==> src/rtl/tir_pkg.sv <==
package tir_pkg;
  localparam int CFG_W      = 64;
  localparam int RT_W       = 5;
  localparam int B_LEVEL    = 1;
  localparam int B_ENABLE   = 2;
  localparam int B_PERMODE  = 3;
  localparam int B_PERCAP   = 4;
  localparam int B_VALSET   = 6;
  localparam int RT_LO      = 9;
  localparam int RT_HI      = RT_LO + RT_W - 1;
  localparam int B_MSGEN    = 14;
  localparam int B_MSGCAP   = 15;
  localparam int PERMIT_LO  = 32;

  localparam logic [CFG_W-1:0] WRITABLE =
      (64'd1 << B_LEVEL) | (64'd1 << B_ENABLE) | (64'd1 << B_PERMODE) |
      (64'd1 << B_VALSET) | (64'h1F << RT_LO) | (64'd1 << B_MSGEN);

  function automatic logic [31:0] permit_mask(input int lines);
    if (lines >= 32)      return 32'hFF00_0000;
    else if (lines >= 20) return 32'hF << (lines - 4);
    else                  return 32'h0;
  endfunction

  function automatic logic [CFG_W-1:0] cfg_reset(input int lines);
    logic [CFG_W-1:0] v;
    v = {permit_mask(lines), 32'h0};
    v[B_PERCAP] = 1'b1;
    v[B_MSGCAP] = 1'b1;
    return v;
  endfunction
endpackage

==> src/rtl/tir_cfg_reg.sv <==
module tir_cfg_reg
  import tir_pkg::*;
#(
  parameter int NUM_LINES = 24
) (
  input  logic             clk,
  input  logic             rst,
  input  logic             we_i,
  input  logic [CFG_W-1:0] wdata_i,
  input  logic [CFG_W-1:0] wmask_i,
  output logic [CFG_W-1:0] cfg_o,
  output logic             en_o,
  output logic             lvl_o,
  output logic             msgm_o,
  output logic [RT_W-1:0]  rt_o,
  output logic [RT_W-1:0]  rt_d_o,
  output logic             drop_o
);
  logic [CFG_W-1:0] cfg_q, cfg_d, merged, sel;
  logic [RT_W-1:0]  req_rt, eff_old, eff_new;
  logic             new_msgm;

  always_comb begin
    sel    = wmask_i & WRITABLE;
    merged = (cfg_q & ~sel) | (wdata_i & sel);
    req_rt = merged[RT_HI:RT_LO];
    if (req_rt != '0 && !cfg_q[PERMIT_LO + int'(req_rt)])
      merged[RT_HI:RT_LO] = '0;
    cfg_d    = we_i ? merged : cfg_q;
    new_msgm = merged[B_MSGEN] & merged[B_MSGCAP];
    eff_old  = msgm_o ? '0 : rt_o;
    eff_new  = new_msgm ? '0 : merged[RT_HI:RT_LO];
    drop_o   = we_i & (!merged[B_ENABLE] | new_msgm | !merged[B_LEVEL] |
                       (eff_new != eff_old));
  end

  always_ff @(posedge clk) begin
    if (rst) cfg_q <= cfg_reset(NUM_LINES);
    else     cfg_q <= cfg_d;
  end

  assign cfg_o  = cfg_q;
  assign en_o   = cfg_q[B_ENABLE];
  assign lvl_o  = cfg_q[B_LEVEL];
  assign msgm_o = cfg_q[B_MSGEN] & cfg_q[B_MSGCAP];
  assign rt_o   = cfg_q[RT_HI:RT_LO];
  assign rt_d_o = cfg_d[RT_HI:RT_LO];

  assert_route_permitted_R8: assert property (@(posedge clk) disable iff (rst)
    (rt_o != '0) |-> cfg_q[PERMIT_LO + int'(rt_o)]);

  assert_ro_mask_kept_R11: assert property (@(posedge clk) disable iff (rst)
    we_i |=> $stable(cfg_q[CFG_W-1:PERMIT_LO]) && cfg_q[B_MSGCAP] && cfg_q[B_PERCAP]);
endmodule

==> src/rtl/tir_deliver.sv <==
module tir_deliver
  import tir_pkg::*;
(
  input  logic             clk,
  input  logic             rst,
  input  logic             match_i,
  input  logic             en_i,
  input  logic             lvl_i,
  input  logic             msgm_i,
  input  logic [RT_W-1:0]  rt_i,
  input  logic             drop_i,
  input  logic             sw_clr_i,
  input  logic             msg_we_i,
  input  logic [CFG_W-1:0] msg_wdata_i,
  input  logic [CFG_W-1:0] msg_wmask_i,
  output logic             edge_d_o,
  output logic [RT_W-1:0]  edge_rt_o,
  output logic             status_d_o,
  output logic             status_o,
  output logic             msg_valid_o,
  output logic [31:0]      msg_addr_o,
  output logic [31:0]      msg_data_o
);
  logic             status_q, fire, msg_fire, line_fire, lvl_set;
  logic [CFG_W-1:0] msg_q;

  always_comb begin
    fire       = match_i & en_i & ~status_q;
    msg_fire   = fire & msgm_i;
    line_fire  = fire & ~msgm_i & (rt_i != '0);
    lvl_set    = line_fire & lvl_i;
    edge_d_o   = line_fire & ~lvl_i;
    edge_rt_o  = rt_i;
    status_d_o = (status_q | lvl_set) & ~drop_i & ~sw_clr_i;
  end

  always_ff @(posedge clk) begin
    if (rst) begin
      status_q    <= 1'b0;
      msg_q       <= '0;
      msg_valid_o <= 1'b0;
      msg_addr_o  <= '0;
      msg_data_o  <= '0;
    end else begin
      status_q    <= status_d_o;
      msg_valid_o <= msg_fire;
      msg_addr_o  <= msg_fire ? msg_q[63:32] : 32'h0;
      msg_data_o  <= msg_fire ? msg_q[31:0]  : 32'h0;
      if (msg_we_i) msg_q <= (msg_q & ~msg_wmask_i) | (msg_wdata_i & msg_wmask_i);
    end
  end

  assign status_o = status_q;

  assert_quiet_when_disabled_R2: assert property (@(posedge clk) disable iff (rst)
    !en_i |=> !msg_valid_o);

  assert_status_needs_level_R7: assert property (@(posedge clk) disable iff (rst)
    status_q |-> (lvl_i && en_i && !msgm_i && rt_i != '0));

  assert_msg_follows_match_R4: assert property (@(posedge clk) disable iff (rst)
    msg_valid_o |-> $past(match_i && en_i && msgm_i));

  assert_sw_clear_wins_R10: assert property (@(posedge clk) disable iff (rst)
    sw_clr_i |=> !status_q);
endmodule

==> src/rtl/tir_line_merge.sv <==
module tir_line_merge
  import tir_pkg::*;
#(
  parameter int NUM_CH    = 3,
  parameter int NUM_LINES = 24
) (
  input  logic                   clk,
  input  logic                   rst,
  input  logic [NUM_CH-1:0]      edge_i,
  input  logic [NUM_CH*RT_W-1:0] edge_rt_i,
  input  logic [NUM_CH-1:0]      lvl_i,
  input  logic [NUM_CH*RT_W-1:0] lvl_rt_i,
  output logic [NUM_LINES-1:0]   line_o
);
  logic [NUM_LINES-1:0] line_d;

  always_comb begin
    line_d = '0;
    for (int c = 0; c < NUM_CH; c++) begin
      for (int k = 0; k < NUM_LINES; k++) begin
        if (edge_i[c] && int'(edge_rt_i[c*RT_W +: RT_W]) == k) line_d[k] = 1'b1;
        if (lvl_i[c]  && int'(lvl_rt_i[c*RT_W +: RT_W])  == k) line_d[k] = 1'b1;
      end
    end
  end

  always_ff @(posedge clk) begin
    if (rst) line_o <= '0;
    else     line_o <= line_d;
  end

  assert_line_zero_unrouted_R5: assert property (@(posedge clk) disable iff (rst)
    1'b1 |=> !line_o[0]);
endmodule

==> src/rtl/timer_irq_router.sv <==
module timer_irq_router
  import tir_pkg::*;
#(
  parameter int NUM_CH    = 3,
  parameter int NUM_LINES = 24
) (
  input  logic                  clk,
  input  logic                  rst,
  input  logic [NUM_CH-1:0]     match_i,
  input  logic [NUM_CH-1:0]     cfg_we_i,
  input  logic [63:0]           cfg_wdata_i,
  input  logic [63:0]           cfg_wmask_i,
  input  logic [NUM_CH-1:0]     msg_we_i,
  input  logic [63:0]           msg_wdata_i,
  input  logic [63:0]           msg_wmask_i,
  input  logic                  sts_we_i,
  input  logic [NUM_CH-1:0]     sts_wdata_i,
  output logic [NUM_LINES-1:0]  line_o,
  output logic [NUM_CH-1:0]     status_o,
  output logic [NUM_CH*64-1:0]  cfg_o,
  output logic [NUM_CH-1:0]     msg_valid_o,
  output logic [NUM_CH*32-1:0]  msg_addr_o,
  output logic [NUM_CH*32-1:0]  msg_data_o
);
  logic [NUM_CH-1:0]      edge_d, status_d;
  logic [NUM_CH*RT_W-1:0] edge_rt, lvl_rt;

  for (genvar c = 0; c < NUM_CH; c++) begin : g_ch
    logic            en, lvl, msgm, drop;
    logic [RT_W-1:0] rt, rt_d;

    tir_cfg_reg #(.NUM_LINES(NUM_LINES)) u_cfg (
      .clk(clk), .rst(rst), .we_i(cfg_we_i[c]),
      .wdata_i(cfg_wdata_i), .wmask_i(cfg_wmask_i),
      .cfg_o(cfg_o[c*64 +: 64]), .en_o(en), .lvl_o(lvl), .msgm_o(msgm),
      .rt_o(rt), .rt_d_o(rt_d), .drop_o(drop)
    );

    tir_deliver u_dlv (
      .clk(clk), .rst(rst), .match_i(match_i[c]),
      .en_i(en), .lvl_i(lvl), .msgm_i(msgm), .rt_i(rt),
      .drop_i(drop), .sw_clr_i(sts_we_i & sts_wdata_i[c]),
      .msg_we_i(msg_we_i[c]), .msg_wdata_i(msg_wdata_i), .msg_wmask_i(msg_wmask_i),
      .edge_d_o(edge_d[c]), .edge_rt_o(edge_rt[c*RT_W +: RT_W]),
      .status_d_o(status_d[c]), .status_o(status_o[c]),
      .msg_valid_o(msg_valid_o[c]),
      .msg_addr_o(msg_addr_o[c*32 +: 32]), .msg_data_o(msg_data_o[c*32 +: 32])
    );

    assign lvl_rt[c*RT_W +: RT_W] = rt_d;
  end

  tir_line_merge #(.NUM_CH(NUM_CH), .NUM_LINES(NUM_LINES)) u_merge (
    .clk(clk), .rst(rst), .edge_i(edge_d), .edge_rt_i(edge_rt),
    .lvl_i(status_d), .lvl_rt_i(lvl_rt), .line_o(line_o)
  );
endmodule

==> config.mk <==
export PLATFORM = sky130hd
export DESIGN_NAME = timer_irq_router
export DESIGN_NICKNAME = d
export VERILOG_FILES = /design/src/rtl/tir_pkg.sv /design/src/rtl/tir_cfg_reg.sv /design/src/rtl/tir_deliver.sv /design/src/rtl/tir_line_merge.sv /design/src/rtl/timer_irq_router.sv
export SDC_FILE = /design/constraint.sdc
export NUM_CORES = 1
export LEC_CHECK = 0
export ABC_AREA = 1
export CAP_MARGIN = 25
export CORE_AREA = 8 8 262 264
export DETAILED_ROUTE_END_ITERATION = 8
export DIE_AREA = 0 0 270 272
export PLACE_DENSITY = 0.62
export SYNTH_ARGS = -nofsm -noshare
export SYNTH_HDL_FRONTEND = slang
export SYNTH_SLANG_ARGS = --single-unit
==> constraint.sdc <==
create_clock -name clk -period 1.87 [get_ports clk]
set_clock_uncertainty 0.1 [all_clocks]
set_input_delay 0.374 -clock clk [delete_from_list [all_inputs] [get_ports clk]]
set_output_delay 0.374 -clock clk [all_outputs]
set_load 0.005 [all_outputs]
==> results.md <==
- The run finished, with violations left.
- The final reports fail on setup timing.
- Among all flip-flop cells after synthesis, the most frequent one is dfxtp_1.
- The total number of yosys warnings is 0.
- The floorplan die width is 270 microns.
- The number of antenna violations at the first check in global routing was 3.
- Of the post-synthesis cell area, the dominant cell type holds 49.9%.
- In the post-route analysis, the smallest setup slack over all paths is -215 ps.
- The number of stages on the worst hold path is 4.
- Data on the critical path is required at its endpoint by 2280 ps.
- Timing would allow up to 0.480 GHz.
- In this run the critical register-to-register path is captured at u_merge.line_o[9]$_SDFF_PP0_.
- The layout cell share with drive strength beyond 1 is 19.0%.
- The cell at the slowest stage of the critical path is dfxtp_4.
- The die covers 73400 sq um.
- The flip-flop and latch count after synthesis is 444.
- Measured along the y axis, the die boundary spans 272 microns.
- The leakage power summed over all cells is 12.3 nW.
- The worst path in the final design needs a cycle of 2090 ps, including I/O delays and setup.
- Dividing the final minimum period by the clock period gives 112%.
- The share of synthesized registers carrying an async set or reset is 0%.
- The CTS tree is done.
- The standard cell core area is 64800 sq um.
- The startpoint of the most critical register-to-register path is g_ch[2].u_cfg.cfg_o[13]$_SDFF_PP0_.
- Entering global routing, the biggest net connects 65 pins.
- Hold repair after CTS inserted 0 buffers.
- At the placement stage, the worst setup path has a slack of -829 ps.
- In this run, synthesis inferred 0 flip-flops with an integrated enable.
- The clock passes through at most 3 buffers.
- Relative to the synthesized area, the layout overhead comes to 49.2%.
- In this run the clock root is driven by a clkbuf_16.
- Sorting the synthesized cells by how often they occur yields dfxtp_1 (444), nand2_1 (367), nor2_1 (355).
- In the post-synthesis netlist, the biggest area contributors are dfxtp_1 (50%), nand2_1 (7.7%), buf_4 (7.5%).
- The number of pins with negative max-slew slack in the final report is 0.
- Setup repair after global routing could not meet its margin everywhere.
- The combined buffer and inverter count along the critical path is 3.
- The worst-case IR drop observed on VDD is 0.645 mV.
- The tool flagged a number of max-cap violations equal to 0.
- In the global route stage, overall resource usage came out at 17.3%.
- The detailed router placed 17100 vias in this run.
- The multiplexer share of the synthesized area is 0.0561%.
- Among the stages of the critical path, the cell type that occurs most often is buf_4.
- The share of synthesized area occupied by flip-flops and latches is 49.9%.
- The via count of the first global-routing pass is 17200.
- The worst slack on hold paths is 144 ps.
- The maximum level of the CTS H-tree is 2.
- Walking the worst path, the cells encountered are nor2_1 > nor2_1 > buf_4 > nand4_1 > buf_4 > o21ai_4 > nand2_2 > buf_4 > nor2_4 > nand4_1 > a21oi_1.
- Dividing the detail-routed wire length by the instance count gives 17.1 microns.
- STA classifies the critical path startpoint as a flip-flop.
- After synthesis, the largest family of logic cells by area is simple AND/OR/NAND/NOR gates.
- Clock tree synthesis inserted a total of 48 buffers.
- The initial standard-cell utilization of the core is 27.5%.
- The count of cells along the worst register-to-register path is 11.
- Summing the areas of all and, or, nand and nor instances in the mapped netlist gives 20.9% of the synthesized area.
- Among all cell types in the netlist, the one instantiated most often is dfxtp_1.
- Input and output buffers added on the ports amount to 414.
- The first global-routing pass estimated 100000 microns of wire.
- The biggest cell delay along the critical path is 370 ps.
- For this run, design rule violations remaining after detail routing come to 0.
- The insertion delay of the later-clocked pin in the worst-skew pair is 590 ps.
- The worst setup path is captured at a flip-flop.
- For this block, the routed nets add up to 66800 microns of wire.
- The path type of the worst min-delay path is in -> reg.
- In this run the core area contains 94 standard-cell rows.
- The sum of net half-perimeters after detailed placement is 50200 microns.
- Once detail routing completed, the nets flagged for antenna violations numbered 0.
- After Yosys synthesis, XOR and XNOR cells account for 0% of the synthesized area.
- Power comes to 22.3 mW.
- The routability congestion estimate from global placement is 0.894.
- The family with the most delay on the worst path is simple AND/OR/NAND/NOR gates.
- Global routing finished with a remaining overflow of 0.
- Counting every sink on the clock net gives 444.
- The sink of the worst hold path is g_ch[1].u_cfg.cfg_o[14]$_SDFFE_PP0P_.
- The post-route cell area is 26600 sq um.
- After synthesis the cells add up to 17800 sq um.
- 685 I/O pins were placed.
- The clock transition at the registers of the reported paths is 60 ps.
- The first detailed-routing pass ran for 5 iterations.
- STA puts the critical path data arrival time at 2490 ps.
- After the last flow step, the layout net total stands at 3275.
- Setup violations remaining at the end of the flow were counted as 25.
- The synthesized netlist devotes 13.5% of its cell area to compound gates.
- Summing the areas of all fa, ha and maj instances in the mapped netlist gives 0% of the synthesized area.
- The setup slack of the worst register-to-register path is -220 ps.
- The biggest fanout along the worst timing path is 5.
- The biggest area contributor in the post-synthesis netlist is dfxtp_1.
- The count of distinct cell types in the synthesized netlist is 33.
- The startpoint identified for the worst hold timing path is rst.
- The detailed router finished its first iteration with 1000 violations.
- The post-synthesis cell count is 2379.
- Each instance of the synthesized netlist takes up on average 7.49 sq um.
- The final hold violation count is 0.
- Dividing the detail-routed via count by the number of cells gives 4.37.
- The worst setup path is of the reg -> reg kind.
- Summing all placed instances gives a cell area of 24000 sq um.
- The power density normalized to cell area is 838 nW/um^2.
-- per-layer routing --
layer | vias to the layer above | part of all wire [%] | track usage, %
li1 | 8455 | - | -
met1 | 7831 | 43 | 21.5
met2 | 673 | 46 | 28.6
met3 | 138 | 6.6 | 4.08
met4 | 0 | 3.9 | 6.91
met5 | - | 0 | 0
-- area by class of cell --
cell class,count,area [sq um]
well taps,864,1080
diodes,3,7.51
clock inverters,22,303
fillers,6656,38200
flip-flops and latches,444,8930
inverters,303,1160
repair buffers,672,6180
clock buffers,67,1400
multi-input cells,1535,7540
-- cell families after synthesis --
| group | count (synthesis) |
|---|---|
| DFF | 444 |
| other | 2 |
| and+or+nand+nor | 907 |
| muxes | 1 |
| AOI/OAI and AO/OA | 464 |
| buffers and inverters | 561 |
-- tightest hold or removal path: cells and delay by family --
| kind | cells | cell delay [ps] |
|---|---|---|
| buffers and inverters | 2 | 270 |
| AOI/OAI and AO/OA | 2 | 130 |
-- report_power, final --
part | switching (mW) | internal [mW] | total (mW)
sequential | 0.0855 | 9.77 | 9.86
clock | 4.17 | 5.99 | 10.2
combinational | 1.31 | 0.954 | 2.26
-- metrics by stage --
stage | setup TNS [ps] | instances | utilization, %
after detailed placement | -50680 | 3794 | 37.1
after global placement | -50150 | 3794 | 37.1
after global routing | -6230 | 3910 | 41.0
after CTS | -2420 | 3901 | 40.5
after floorplan | 0 | 2539 | -
final | -3450 | 3910 | 41.0
-- worst max-delay path by stage --
stage | slack, ps | start | cells past startpoint | endpoint
after detailed placement | -830 | cfg_wmask_i[12] | 16 | u_merge.line_o[5]$_SDFF_PP0_
final | -220 | g_ch[2].u_cfg.cfg_o[13]$_SDFF_PP0_ | 11 | u_merge.line_o[9]$_SDFF_PP0_
after CTS | -190 | g_ch[1].u_cfg.cfg_o[13]$_SDFF_PP0_ | 3 | cfg_o[77]
after global placement | -860 | cfg_wmask_i[12] | 12 | u_merge.line_o[9]$_SDFF_PP0_
after floorplan | 70 | cfg_wmask_i[12] | 13 | u_merge.line_o[18]$_SDFF_PP0_
after global routing | -300 | g_ch[2].u_cfg.cfg_o[12]$_SDFF_PP0_ | 12 | u_merge.line_o[9]$_SDFF_PP0_
-- what timing repair did --
action,CTS,global route
buffers inserted,16,6
endpoints found under the setup margin,279,70
cloned,2,0
resized for setup,463,85
pin swaps,49,40
-- layout by cell type (no fill, tap or decap), drive strengths merged, types with 3 or more instances in the layout --
cell type | synthesis | final
clkbuf | 49 | 69
o21ai | 226 | 226
a21oi | 218 | 218
conb | 2 | 162
bufinv | 0 | 5
inv | 298 | 301
nand4 | 15 | 15
nand3b | 3 | 3
dlygate4sd2 | 0 | 248
o211ai | 5 | 5
buf | 209 | 264
clkdlybuf4s50 | 0 | 154
a31oi | 3 | 3
nand2 | 375 | 376
clkinv | 5 | 17
o22ai | 10 | 10
dfxtp | 444 | 444
nor2 | 361 | 361
nand3 | 119 | 119
diode | 0 | 3
nor3 | 30 | 30
(Power assumes the default switching activity.)
